## src/rtl/shf_pkg.sv

```systemverilog
package shf_pkg;

  // right-shift fill selection, carried on in_kind
  typedef enum logic {
    SHK_ARITH = 1'b0,
    SHK_LOGIC = 1'b1
  } shift_kind_e;

  // status word captured with every accepted operation
  typedef struct packed {
    logic zero;
    logic neg;
    logic carry;
    logic ovf0;
    logic ovf1;
  } shf_flags_t;

  localparam shf_flags_t FLAGS_CLEAR = '{zero: 1'b0, neg: 1'b0, carry: 1'b0,
                                         ovf0: 1'b0, ovf1: 1'b0};

endpackage

```

## src/rtl/shf_count_decode.sv

```systemverilog
module shf_count_decode #(
  parameter int CNT_W = 6
) (
  input  logic [CNT_W-1:0] count,
  output logic             go_left,
  output logic [CNT_W-1:0] magnitude
);

  logic             is_neg;
  logic [CNT_W-1:0] negated;

  assign is_neg  = count[CNT_W-1];
  assign negated = (~count) + {{(CNT_W-1){1'b0}}, 1'b1};

  // the most negative count maps to an unsigned magnitude of 2**(CNT_W-1)
  always_comb begin
    go_left   = !is_neg && (count != '0);
    magnitude = is_neg ? negated : count;
  end

endmodule

```

## src/rtl/shf_barrel.sv

```systemverilog
module shf_barrel #(
  parameter int DW    = 32,
  parameter int CNT_W = 6
) (
  input  logic [DW-1:0]    operand,
  input  logic [CNT_W-1:0] magnitude,
  input  logic             go_left,
  input  logic             fill_bit,
  output logic [DW-1:0]    result
);

  logic [DW-1:0] mirrored_in;
  logic [DW-1:0] stage_q [CNT_W+1];

  // a left shift is a right shift of the bit-reversed word
  generate
    for (genvar b = 0; b < DW; b++) begin : g_mirror_in
      assign mirrored_in[b] = go_left ? operand[DW-1-b] : operand[b];
    end
  endgenerate

  assign stage_q[0] = mirrored_in;

  generate
    for (genvar s = 0; s < CNT_W; s++) begin : g_stage
      localparam int STEP = 1 << s;
      if (STEP >= DW) begin : g_flush
        assign stage_q[s+1] = magnitude[s] ? {DW{fill_bit}} : stage_q[s];
      end else begin : g_move
        assign stage_q[s+1] = magnitude[s] ?
                              {{STEP{fill_bit}}, stage_q[s][DW-1:STEP]} :
                              stage_q[s];
      end
    end
  endgenerate

  generate
    for (genvar b = 0; b < DW; b++) begin : g_mirror_out
      assign result[b] = go_left ? stage_q[CNT_W][DW-1-b] : stage_q[CNT_W][b];
    end
  endgenerate

endmodule

```

## src/rtl/shf_flag_gen.sv

```systemverilog
module shf_flag_gen
  import shf_pkg::*;
#(
  parameter int DW = 32
) (
  input  logic [DW-1:0] result,
  output shf_flags_t    flags
);

  // immediate shifts report neither carry nor overflow
  always_comb begin
    flags       = FLAGS_CLEAR;
    flags.zero  = (result == '0);
    flags.neg   = result[DW-1];
    flags.carry = 1'b0;
    flags.ovf0  = 1'b0;
    flags.ovf1  = 1'b0;
  end

endmodule

```

## src/rtl/shf_out_stage.sv

```systemverilog
module shf_out_stage
  import shf_pkg::*;
#(
  parameter int DW = 32
) (
  input  logic          clk,
  input  logic          rst,
  input  logic          take,
  input  logic [DW-1:0] next_data,
  input  shf_flags_t    next_flags,
  input  logic          out_ready,
  output logic          out_valid,
  output logic [DW-1:0] out_data,
  output shf_flags_t    flags_q
);

  always_ff @(posedge clk) begin
    if (rst) begin
      out_valid <= 1'b0;
      out_data  <= '0;
      flags_q   <= FLAGS_CLEAR;
    end else if (take) begin
      out_valid <= 1'b1;
      out_data  <= next_data;
      flags_q   <= next_flags;
    end else if (out_ready) begin
      out_valid <= 1'b0;
    end
  end

endmodule

```

## src/rtl/imm_shift_unit.sv

```systemverilog
module imm_shift_unit
  import shf_pkg::*;
#(
  parameter int DW    = 32,
  parameter int CNT_W = 6
) (
  input  logic             clk,
  input  logic             rst,
  input  logic             in_valid,
  output logic             in_ready,
  input  logic [DW-1:0]    in_data,
  input  logic [CNT_W-1:0] in_count,
  input  logic             in_kind,
  output logic             out_valid,
  input  logic             out_ready,
  output logic [DW-1:0]    out_data,
  output logic             st_zero,
  output logic             st_neg,
  output logic             st_carry,
  output logic             st_ovf0,
  output logic             st_ovf1
);

  logic             go_left;
  logic [CNT_W-1:0] magnitude;
  logic             fill_bit;
  logic [DW-1:0]    shifted;
  shf_flags_t       next_flags;
  shf_flags_t       flags_q;
  logic             take;

  shf_count_decode #(.CNT_W(CNT_W)) u_decode (
    .count     (in_count),
    .go_left   (go_left),
    .magnitude (magnitude)
  );

  assign fill_bit = !go_left && (shift_kind_e'(in_kind) == SHK_ARITH) && in_data[DW-1];

  shf_barrel #(.DW(DW), .CNT_W(CNT_W)) u_barrel (
    .operand   (in_data),
    .magnitude (magnitude),
    .go_left   (go_left),
    .fill_bit  (fill_bit),
    .result    (shifted)
  );

  shf_flag_gen #(.DW(DW)) u_flags (
    .result (shifted),
    .flags  (next_flags)
  );

  assign in_ready = !out_valid || out_ready;
  assign take     = in_valid && in_ready;

  shf_out_stage #(.DW(DW)) u_out (
    .clk        (clk),
    .rst        (rst),
    .take       (take),
    .next_data  (shifted),
    .next_flags (next_flags),
    .out_ready  (out_ready),
    .out_valid  (out_valid),
    .out_data   (out_data),
    .flags_q    (flags_q)
  );

  assign st_zero  = flags_q.zero;
  assign st_neg   = flags_q.neg;
  assign st_carry = flags_q.carry;
  assign st_ovf0  = flags_q.ovf0;
  assign st_ovf1  = flags_q.ovf1;

endmodule

```

## config.mk

```make
export PLATFORM = sky130hd
export DESIGN_NAME = imm_shift_unit
export DESIGN_NICKNAME = d
export VERILOG_FILES = /design/src/rtl/shf_pkg.sv /design/src/rtl/shf_count_decode.sv /design/src/rtl/shf_barrel.sv /design/src/rtl/shf_flag_gen.sv /design/src/rtl/shf_out_stage.sv /design/src/rtl/imm_shift_unit.sv
export SDC_FILE = /design/constraint.sdc
export NUM_CORES = 1
export LEC_CHECK = 0
export ABC_AREA = 1
export CAP_MARGIN = 20
export CORE_MARGIN = 2
export CORE_UTILIZATION = 70
export CTS_CLUSTER_SIZE = 14
export DETAILED_ROUTE_END_ITERATION = 16
export DONT_BUFFER_PORTS = 1
export PLACE_DENSITY_LB_ADDON = 0.25
export SLEW_MARGIN = 20
export SYNTH_ARGS = -nofsm -noshare
export SYNTH_HDL_FRONTEND = slang
export SYNTH_SLANG_ARGS = --single-unit
```

## constraint.sdc

```tcl
create_clock -name clk -period 8.55 [get_ports clk]
set_input_delay 2.1375 -clock clk [delete_from_list [all_inputs] [get_ports clk]]
set_output_delay 2.1375 -clock clk [all_outputs]
set_load 0.1 [all_outputs]
```

==> results.tsv, run 1 <==
stage	metric	value	unit
logic_synthesis	syn_area	0.00421	sq mm
clock_tree	cts_buffer_depth	2	
logic_synthesis	yosysWarnings	0	
logic_synthesis	synth_area_leader_cell	nand3_1	
sta	fin_crit	5.58	ns
final_layout	area_growth	-1.22	%
sta	rsz0062_at_grt	false	
sta	fmax	179	MHz
logic_synthesis	syn_avg_cell_area	5.47	sq um
global_route	grt_pass1_wl	20500	microns
sta	relSlewSlack	31.8	%
global_route	antenna_found_initial	0	
floorplan	core.rowCount	28	
sta	hold_viol_final	0	
clock_tree	cts_resized	0	
placement	port_buffers	0	
power	power_density	178	mW/mm^2
clock_tree	postCtsSetupRepairBufs	0	
placement	routabilityCongestion	1.02	
global_route	overflow	0	
sta	slew_viol_final	0	
power	total_power	0.739	mW
logic_synthesis	ys_ff_latch	34	
global_route	grt_pass1_vias	4454	
final_layout	drive_gt1_share	5.10	%
route	wl_per_cell	15.9	microns
clock_tree	htreeDepth	2	
critical_path	crit_arrival	5.82	ns
logic_synthesis	synth_top_area_share	37.9	%
global_route	grt_use_total	38.4	%
clock_tree	clk_pin_slew	0.07	ns
power	leakage	2.13	nW
clock_tree	hold_buffers	0	
sta	setup_viol	0	
critical_path	r2r_cells	12	
final_layout	num-fill-cells	542	
final_layout	final_nets	768	
job	max_cap_viol_count	0	
clock_tree	clock_latency	0.29	ns
critical_path	startpoint_type	input port	
final_layout	layout_commonest_cell	nand3_1	
global_route	grt_max_degree	66	
final_layout	postLayoutCoreUtil	71.1	%
clock_tree	cts_sinks	34	
placement	place_ws	2.84	ns
route	via_per_inst	6.68	
clock_tree	cts_tree	done	
sta	fin_skew	0.00494	ns
sta	fin_crit_sh	65.3	%
critical_path	crit_fanout	65	
floorplan	core_region_area	0.00585	sq mm
route	drt_wl_total	12800	microns
critical_path	worstSetupPathType	input port to flip-flop	
sta	fin_ws	2.97	ns
route	postRouteAntennaNets	0	
floorplan	die_h	81.6	microns
final_layout	antenna_cells	0	
floorplan	die_x	81.6	microns
power	peakVddDrop	0.175	mV
critical_path	rrSetupSlack	5.23	ns
final_layout	fin_cells	800	
min_path	hp-class	flip-flop to flip-flop	
critical_path	end_kind	flip-flop	
logic_synthesis	seq_area_frac_synth	16.2	%
status	status	finished, final reports clean	
route	drtIter0Drc	888	
route	drc	0	
logic_synthesis	netlist_instances	770	
sta	tns	0	ns
logic_synthesis	yosysUniqueCellTypes	30	
min_path	holdPathStages	2	
floorplan	io_pins	82	
final_layout	final_cell_mix	319 x nand3_1, 165 x nand2_1, 60 x inv_1	
sta	worst_pin_slew	1.02	ns
logic_synthesis	synth_top_cells_by_area	nand3_1 38%, dfxtp_1 16%, nand2_1 15%, inv_1 5.3%, nand4_1 3.0%	
clock_tree	cts-root-buf	clkbuf_8	
clock_tree	numCtsBuffers	5	
floorplan	die_area	0.00665	sq mm
critical_path	cp_data_required_time	8.78	ns
floorplan	start_util	72.0	%
route	drtPass1Iterations	6	
placement	dp_cells	792	
placement	dp_hpwl	9320	microns
route	vias	5341	
-- cell usage after synthesis --
cell	instances
and3_1	1
clkbuf_1	23
o211ai_1	13
clkinv_1	2
nand2_1	165
buf_6	2
buf_1	8
nand4_1	20
nor2_1	27
dfxtp_1	34
ha_1	1
xor2_4	1
nand3_1	319
nor4_4	1
a21oi_1	17
buf_4	6
nand3_4	2
o21ai_1	3
o21ai_0	23
nor2_4	1
inv_1	60
nand3_2	4
o21ai_2	2
nor2_2	1
xor2_1	1
inv_2	6
buf_2	19
buf_8	1
nand2_2	6
conb_1	1
-- worst max-delay path: stages --
cell and delay, ns:
inv_2 0.43, ha_1 0.36, nand3_4 0.32, nand2_2 0.13, buf_4 0.55, clkinv_1 0.35, nand2_1 0.13, nand2_1 0.05
nand2_1 0.05, nand3_1 0.08, nand3_1 0.11, nand3_1 0.10, nand3_1 0.14, nand4_1 0.09, nand2_1 0.16, nand2_1 0.07
nor2_1 0.09, nand2_1 0.05, nor2_1 0.17, nand2_1 0.08, a21oi_1 0.11
-- power by group --
part / switching (mW) / internal [mW]
combinational: 0.223 / 0.0945
sequential: 0.123 / 0.174
clock: 0.0591 / 0.0649
-- registers in the layout, indices dropped and copies added (netlist names) --
| name | cells |
|---|---|
| u_out.out_data | 31 |
| u_out.flags_q | 2 |
| u_out.out_valid | 1 |
-- stage by stage --
step	cell area [sq um]	hold slack, ns
finish	4160	0.939
detailed placement	4060	0.927
global placement	4060	0.929
floorplan	4220	0.902
global route	4160	0.991
CTS	4150	0.938
-- final timing paths --
kind | from | end
worst max-delay path | in_count[0] | u_out.flags_q[4]
worst min-delay path | u_out.flags_q[4] | u_out.flags_q[4]
worst max register to register | u_out.out_valid | u_out.flags_q[4]
worst min register to register | u_out.flags_q[4] | u_out.flags_q[4]
-- cells by family (layout without fill, tap and decap cells) --
logic type	count (synthesis)	count (layout)	share of synthesized area, %
xor+xnor	2	2	0.861
other cells	1	3	0.0890
buf+inv	127	80	13.0
fa+ha+maj	1	1	0.297
compound gates	58	58	7.84
flops	34	34	16.2
simple gates	547	547	61.7
-- layout make-up --
type	count	area (sq um)	area share [%]
Clock buffer	7	86.3	2.07
Clock inverter	1	5.00	0.120
Inverter	68	255	6.13
Multi-Input combinational cell	611	3010	72.3
Sequential cell	34	682	16.4
Tap cell	75	93.8	2.25
Timing Repair Buffer	4	30.0	0.722
-- metal layers --
layer  vias up  GRT usage, %  wire length [microns]
met5         -             0                      0
met4         0          9.67                    359
met3        50          8.57                   1490
met2       373          60.2                   5650
met1      2377          53.4                   5260
li1       2541             -                      -
Note: power is estimated with default switching activity, not from simulation.
==> run 2, diff against run 1 <==
--- a/config.mk
+++ b/config.mk
@@ -8,7 +8,7 @@
 export ABC_AREA = 1
 export CAP_MARGIN = 20
 export CORE_MARGIN = 2
-export CORE_UTILIZATION = 70
+export CORE_UTILIZATION = 66
 export CTS_CLUSTER_SIZE = 14
 export DETAILED_ROUTE_END_ITERATION = 16
 export DONT_BUFFER_PORTS = 1
==> constraint.sdc (replaced) <==
create_clock -name clk -period 5.2 [get_ports clk]
set_input_delay 1.3 -clock clk [delete_from_list [all_inputs] [get_ports clk]]
set_output_delay 1.3 -clock clk [all_outputs]
set_load 0.1 [all_outputs]
==> results.tsv, run 2 (same netlist as run 1, synthesis figures left out) <==
stage	metric	value	unit
status	status	finished, final reports clean	
global_route	overflow	0	
final_layout	final_cell_mix	319 x nand3_1, 165 x nand2_1, 60 x inv_1	
critical_path	crit_fanout	35	
clock_tree	cts_buffer_depth	2	
sta	hold_viol_final	0	
final_layout	final_nets	773	
placement	routabilityCongestion	0.983	
final_layout	fin_cells	807	
route	drt_wl_total	13100	microns
job	max_cap_viol_count	0	
clock_tree	clk_pin_slew	0.07	ns
global_route	grt_use_total	37.3	%
route	drc	0	
clock_tree	cts_tree	done	
power	p_comb_share	43.6	%
placement	dp_cells	799	
clock_tree	hold_buffers	0	
final_layout	top_regs	u_out.out_data: 31 flops, u_out.flags_q: 2 flops, u_out.out_valid: 1 flops	
route	vias	5252	
floorplan	die_h	83.9	microns
sta	fmax	238	MHz
placement	port_buffers	0	
clock_tree	postCtsSetupRepairBufs	0	
power	internal-power	0.552	mW
global_route	grt_util_met1	52.4	%
power	power_switching_share	54.8	%
critical_path	critPathSlowestCell	nand2_2	
global_route	grt_max_degree	59	
route	drtPass1Iterations	6	
critical_path	crit_arrival	4.39	ns
final_layout	area_growth	-0.624	%
power	seqPwrFrac	39.9	%
final_layout	drive_gt1_share	5.75	%
sta	setup_viol	0	
sta	fin_ws	0.997	ns
sta	worst_pin_slew	1.01	ns
min_path	hp-class	flip-flop to flip-flop	
final_layout	layout_commonest_cell	nand3_1	
critical_path	end_kind	flip-flop	
floorplan	start_util	67.1	%
global_route	grt_pass1_vias	4646	
route	postRouteAntennaNets	0	
clock_tree	cts_resized	0	
global_route	gr-max-usage-layer	met2	
floorplan	io_pins	82	
route	wl_per_cell	16.3	microns
final_layout	largest_register_ffs	31	
critical_path	path_buf_inv	3	
power	total_power	1.22	mW
critical_path	max_stage_delay	0.63	ns
critical_path	crit_path_frequent_cell	nand2_1	
sta	slew_viol_final	0	
sta	fin_skew	0.0109	ns
sta	tns	0	ns
clock_tree	htreeDepth	2	
floorplan	core.rowCount	29	
global_route	grt_pass1_wl	22100	microns
clock_tree	cts-root-buf	clkbuf_8	
sta	fin_crit	4.20	ns
power	power_frac_clock	16.5	%
global_route	antenna_found_initial	0	
placement	dp_hpwl	9810	microns
critical_path	cp_cell_sequence	inv_1, ha_1, nand3_4, nand2_2, nand3_4, inv_1, nand2_1, nand2_1, inv_1, nand2_1, nor2_1, nand3_1, nor2_1, nand3_1, nor2_1, nand2_1, a21oi_1	
critical_path	worstSetupPathType	input port to flip-flop	
clock_tree	clock_latency	0.29	ns
sta	rsz0062_at_grt	false	
final_layout	antenna_cells	0	
route	drtIter0Drc	639	
critical_path	startpoint_type	input port	
sta	fin_crit_sh	80.8	%
power	peakVddDrop	0.289	mV
global_route	use_met3	6.92	%
final_layout	postLayoutCoreUtil	66.7	%
critical_path	cp_data_required_time	5.39	ns
floorplan	die_area	0.00704	sq mm
floorplan	die_x	83.9	microns
placement	place_ws	0.754	ns
clock_tree	cts_sinks	34	
power	leakage	2.15	nW
floorplan	core_region_area	0.00628	sq mm
final_layout	regMostFlops	u_out.out_data	
global_route	met2_usage	59.5	%
sta	relSlewSlack	32.6	%
clock_tree	numCtsBuffers	5	
critical_path	crit_family	simple AND/OR/NAND/NOR gates	
power	power_density	291	mW/mm^2
route	via_per_inst	6.51	
power	net-switching-power	0.669	mW
-- run 2: cell count changes in the layout (fill, tap and decap cells not counted), sizes merged --
cell,previous run,this run
buf,4,9
-- run 2: layer usage --
metal / vias to the layer above / routed length, microns
li1: 2555 / -
met1: 2363 / 5670
met2: 300 / 5930
met3: 34 / 1270
met4: 0 / 280
met5: - / 0
-- run 2: power by group through the flow --
stage	Sequential, mW	Clock [mW]	Combinational [mW]
after floorplan	0.483	0	0.424
after global placement	0.492	0	0.505
after detailed placement	0.493	0	0.515
after CTS	0.488	0.201	0.517
after global routing	0.490	0.210	0.593
final	0.487	0.201	0.532
-- run 2: worst paths after layout --
path                                        from                 end  slack (ns)  cells after the start
worst max-delay path                 in_count[1]    u_out.flags_q[4]         1.0                     17
worst min-delay path            u_out.flags_q[4]    u_out.flags_q[4]        0.95                      2
worst max register to register   u_out.out_valid  u_out.out_data[28]        2.03                      6
worst min register to register  u_out.flags_q[4]    u_out.flags_q[4]        0.95                      2
-- run 2: area by class of cell --
cell class                 instances  area, sq um
clock buffer                       7         86.3
clock inverter                     1         5.00
fill                             633         2090
inverter                          68          255
multi-input combinational        611         2990
sequential                        34          682
tap                               77         96.3
timing repair buffer               9         67.6
-- run 2: worst min-delay path: cells and delay by family, from the launching register on --
kind               cells  cell delay, ns
AOI/OAI and AO/OA      1            0.06
DFF                    1            0.66
and+or+nand+nor        1            0.20
-- run 2: metrics by stage --
stage,hold WS [ns],instance area (sq um)
after CTS,0.946,4190
after detailed placement,0.935,4100
final,0.955,4190
after floorplan,0.902,4220
after global placement,0.942,4100
after global routing,0.972,4190
==> run 3, diff against run 2 <==
==> constraint.sdc (replaced) <==
create_clock -name clk -period 4.2 [get_ports clk]
set_input_delay 1.05 -clock clk [delete_from_list [all_inputs] [get_ports clk]]
set_output_delay 1.05 -clock clk [all_outputs]
set_load 0.1 [all_outputs]
==> results.tsv, run 3 (same netlist as run 1, synthesis figures left out) <==
stage	metric	value	unit
final_layout	regMostFlops	u_out.out_data	
floorplan	core_region_area	0.00628	sq mm
floorplan	start_util	67.1	%
sta	hold_viol_final	0	
clock_tree	numCtsBuffers	5	
placement	dp_hpwl	9930	microns
sta	worst_pin_slew	1.02	ns
route	vias	5405	
sta	fin_crit_sh	85.4	%
critical_path	r2r_cells	13	
power	seqPwrFrac	39.4	%
min_path	hp-class	input port to flip-flop	
final_layout	stdcell_area	0.00424	sq mm
power	power_switching_share	54.8	%
floorplan	die_h	83.9	microns
sta	hold_slack	0.815	ns
global_route	grt_pass1_vias	4765	
global_route	antenna_found_initial	0	
final_layout	postLayoutCoreUtil	67.5	%
critical_path	startpoint_type	input port	
final_layout	regArea	682	sq um
final_layout	multiInputGateArea	0.00299	sq mm
critical_path	end_kind	flip-flop	
final_layout	largest_register_ffs	31	
route	drtIter0Drc	621	
status	status	finished, final reports clean	
power	leakage	2.18	nW
clock_tree	hold_buffers	0	
clock_tree	htreeDepth	2	
floorplan	core.rowCount	29	
route	drt_wl_total	13300	microns
critical_path	crit_cells	14	
critical_path	cp_cell_sequence	inv_2, nand2_2, nand3_4, inv_1, nand2_1, buf_4, nand4_1, nand2_1, nand2_1, nor2_1, nand2_1, nor2_1, nand2_1, a21oi_1	
job	max_cap_viol_count	0	
final_layout	drive_gt1_share	6.66	%
floorplan	io_pins	82	
power	net-switching-power	0.833	mW
final_layout	layout_commonest_cell	nand3_1	
sta	fin_skew	0.00638	ns
clock_tree	postCtsSetupRepairBufs	0	
final_layout	final_cell_mix	319 x nand3_1, 165 x nand2_1, 60 x inv_1	
critical_path	crit_path_frequent_cell	nand2_1	
sta	fmax	279	MHz
critical_path	worstSetupPathType	input port to flip-flop	
clock_tree	clk_pin_slew	0.07	ns
route	drtPass1Iterations	7	
critical_path	critPathSlowestCell	nand2_1	
critical_path	crit_fanout	35	
route	postRouteAntennaNets	0	
global_route	overflow	0	
route	drc	0	
clock_tree	cts_tree	done	
power	power_density	359	mW/mm^2
clock_tree	cts_buffer_depth	2	
final_layout	antenna_cells	0	
sta	rsz0062_at_grt	false	
power	internal-power	0.686	mW
route	wl_per_cell	16.4	microns
global_route	grt_use_total	37.4	%
power	power_frac_clock	16.7	%
clock_tree	cts_resized	0	
floorplan	die_area	0.00704	sq mm
placement	port_buffers	0	
sta	setup_viol	0	
clock_tree	clock_latency	0.29	ns
critical_path	crit_family	simple AND/OR/NAND/NOR gates	
min_path	holdPathStages	1	
sta	slew_viol_final	0	
critical_path	path_buf_inv	3	
placement	routabilityCongestion	0.927	
sta	relSlewSlack	31.7	%
final_layout	area_growth	0.535	%
floorplan	die_x	83.9	microns
final_layout	top_regs	u_out.out_data: 31 flops, u_out.flags_q: 2 flops, u_out.out_valid: 1 flops	
power	peakVddDrop	0.488	mV
critical_path	max_stage_delay	0.60	ns
global_route	grt_pass1_wl	22200	microns
power	p_comb_share	44.0	%
final_layout	final_nets	779	
clock_tree	cts-root-buf	clkbuf_8	
critical_path	cp_data_required_time	4.42	ns
placement	placed_area	0.00414	sq mm
global_route	grt_max_degree	38	
clock_tree	cts_sinks	34	
final_layout	num-fill-cells	603	
critical_path	crit_arrival	3.81	ns
route	via_per_inst	6.65	
sta	fin_crit	3.59	ns
sta	tns	0	ns
run 3: cell types whose count changed in the layout (fill, tap and decap cells not counted):
cell	previous run	this run
clkinvlp_4	0	1
buf_4	9	15
clkbuf_1	1	0
run 3: area by class of cell:
class	count	area share, %
clock buffer	6	1.95
multi-input combinational	611	70.7
inverter	68	6.03
sequential	34	16.1
timing repair buffer	15	2.66
clock inverter	2	0.295
tap	77	2.27
run 3: path summary, 6_finish.rpt:
kind | start | to | slack, ns
max | in_count[5] | u_out.flags_q[4] | 0.61
min | rst | u_out.out_valid | 0.81
max reg2reg | u_out.out_valid | u_out.flags_q[4] | 1.62
min reg2reg | u_out.flags_q[4] | u_out.flags_q[4] | 0.98
run 3: metrics by stage:
stage / std cells / setup WS (ns) / power (mW)
floorplan: 772 / 0.910 / 1.12
global placement: 805 / 0.517 / 1.24
detailed placement: 805 / 0.454 / 1.25
CTS: 813 / 0.730 / 1.50
global route: 813 / 0.352 / 1.61
finish: 813 / 0.613 / 1.52
run 3: power groups by stage:
stage	clock network (mW)	registers (mW)	logic, mW
2_1_floorplan	0	0.598	0.525
6_report	0.253	0.598	0.668
4_1_cts	0.257	0.599	0.648
3_5_place_dp	0	0.605	0.645
5_1_grt	0.270	0.601	0.742
3_3_place_gp	0	0.604	0.635
run 3: per-layer routing:
| metal | GRT usage, % | wire (microns) | share of wire, % |
|---|---|---|---|
| met5 | 0 | 0 | 0 |
| met4 | 9.68 | 332 | 2.5 |
| met3 | 7.22 | 1400 | 11 |
| met2 | 60.2 | 5930 | 45 |
| met1 | 51.2 | 5630 | 42 |
run 3: worst reg2reg max path: cells and delay by family, from the launching register on:
kind                   cells  cell delay [ns]
buffers and inverters      4             1.16
and+or+nand+nor            8             0.92
DFF                        1             0.30
AOI/OAI and AO/OA          1             0.13
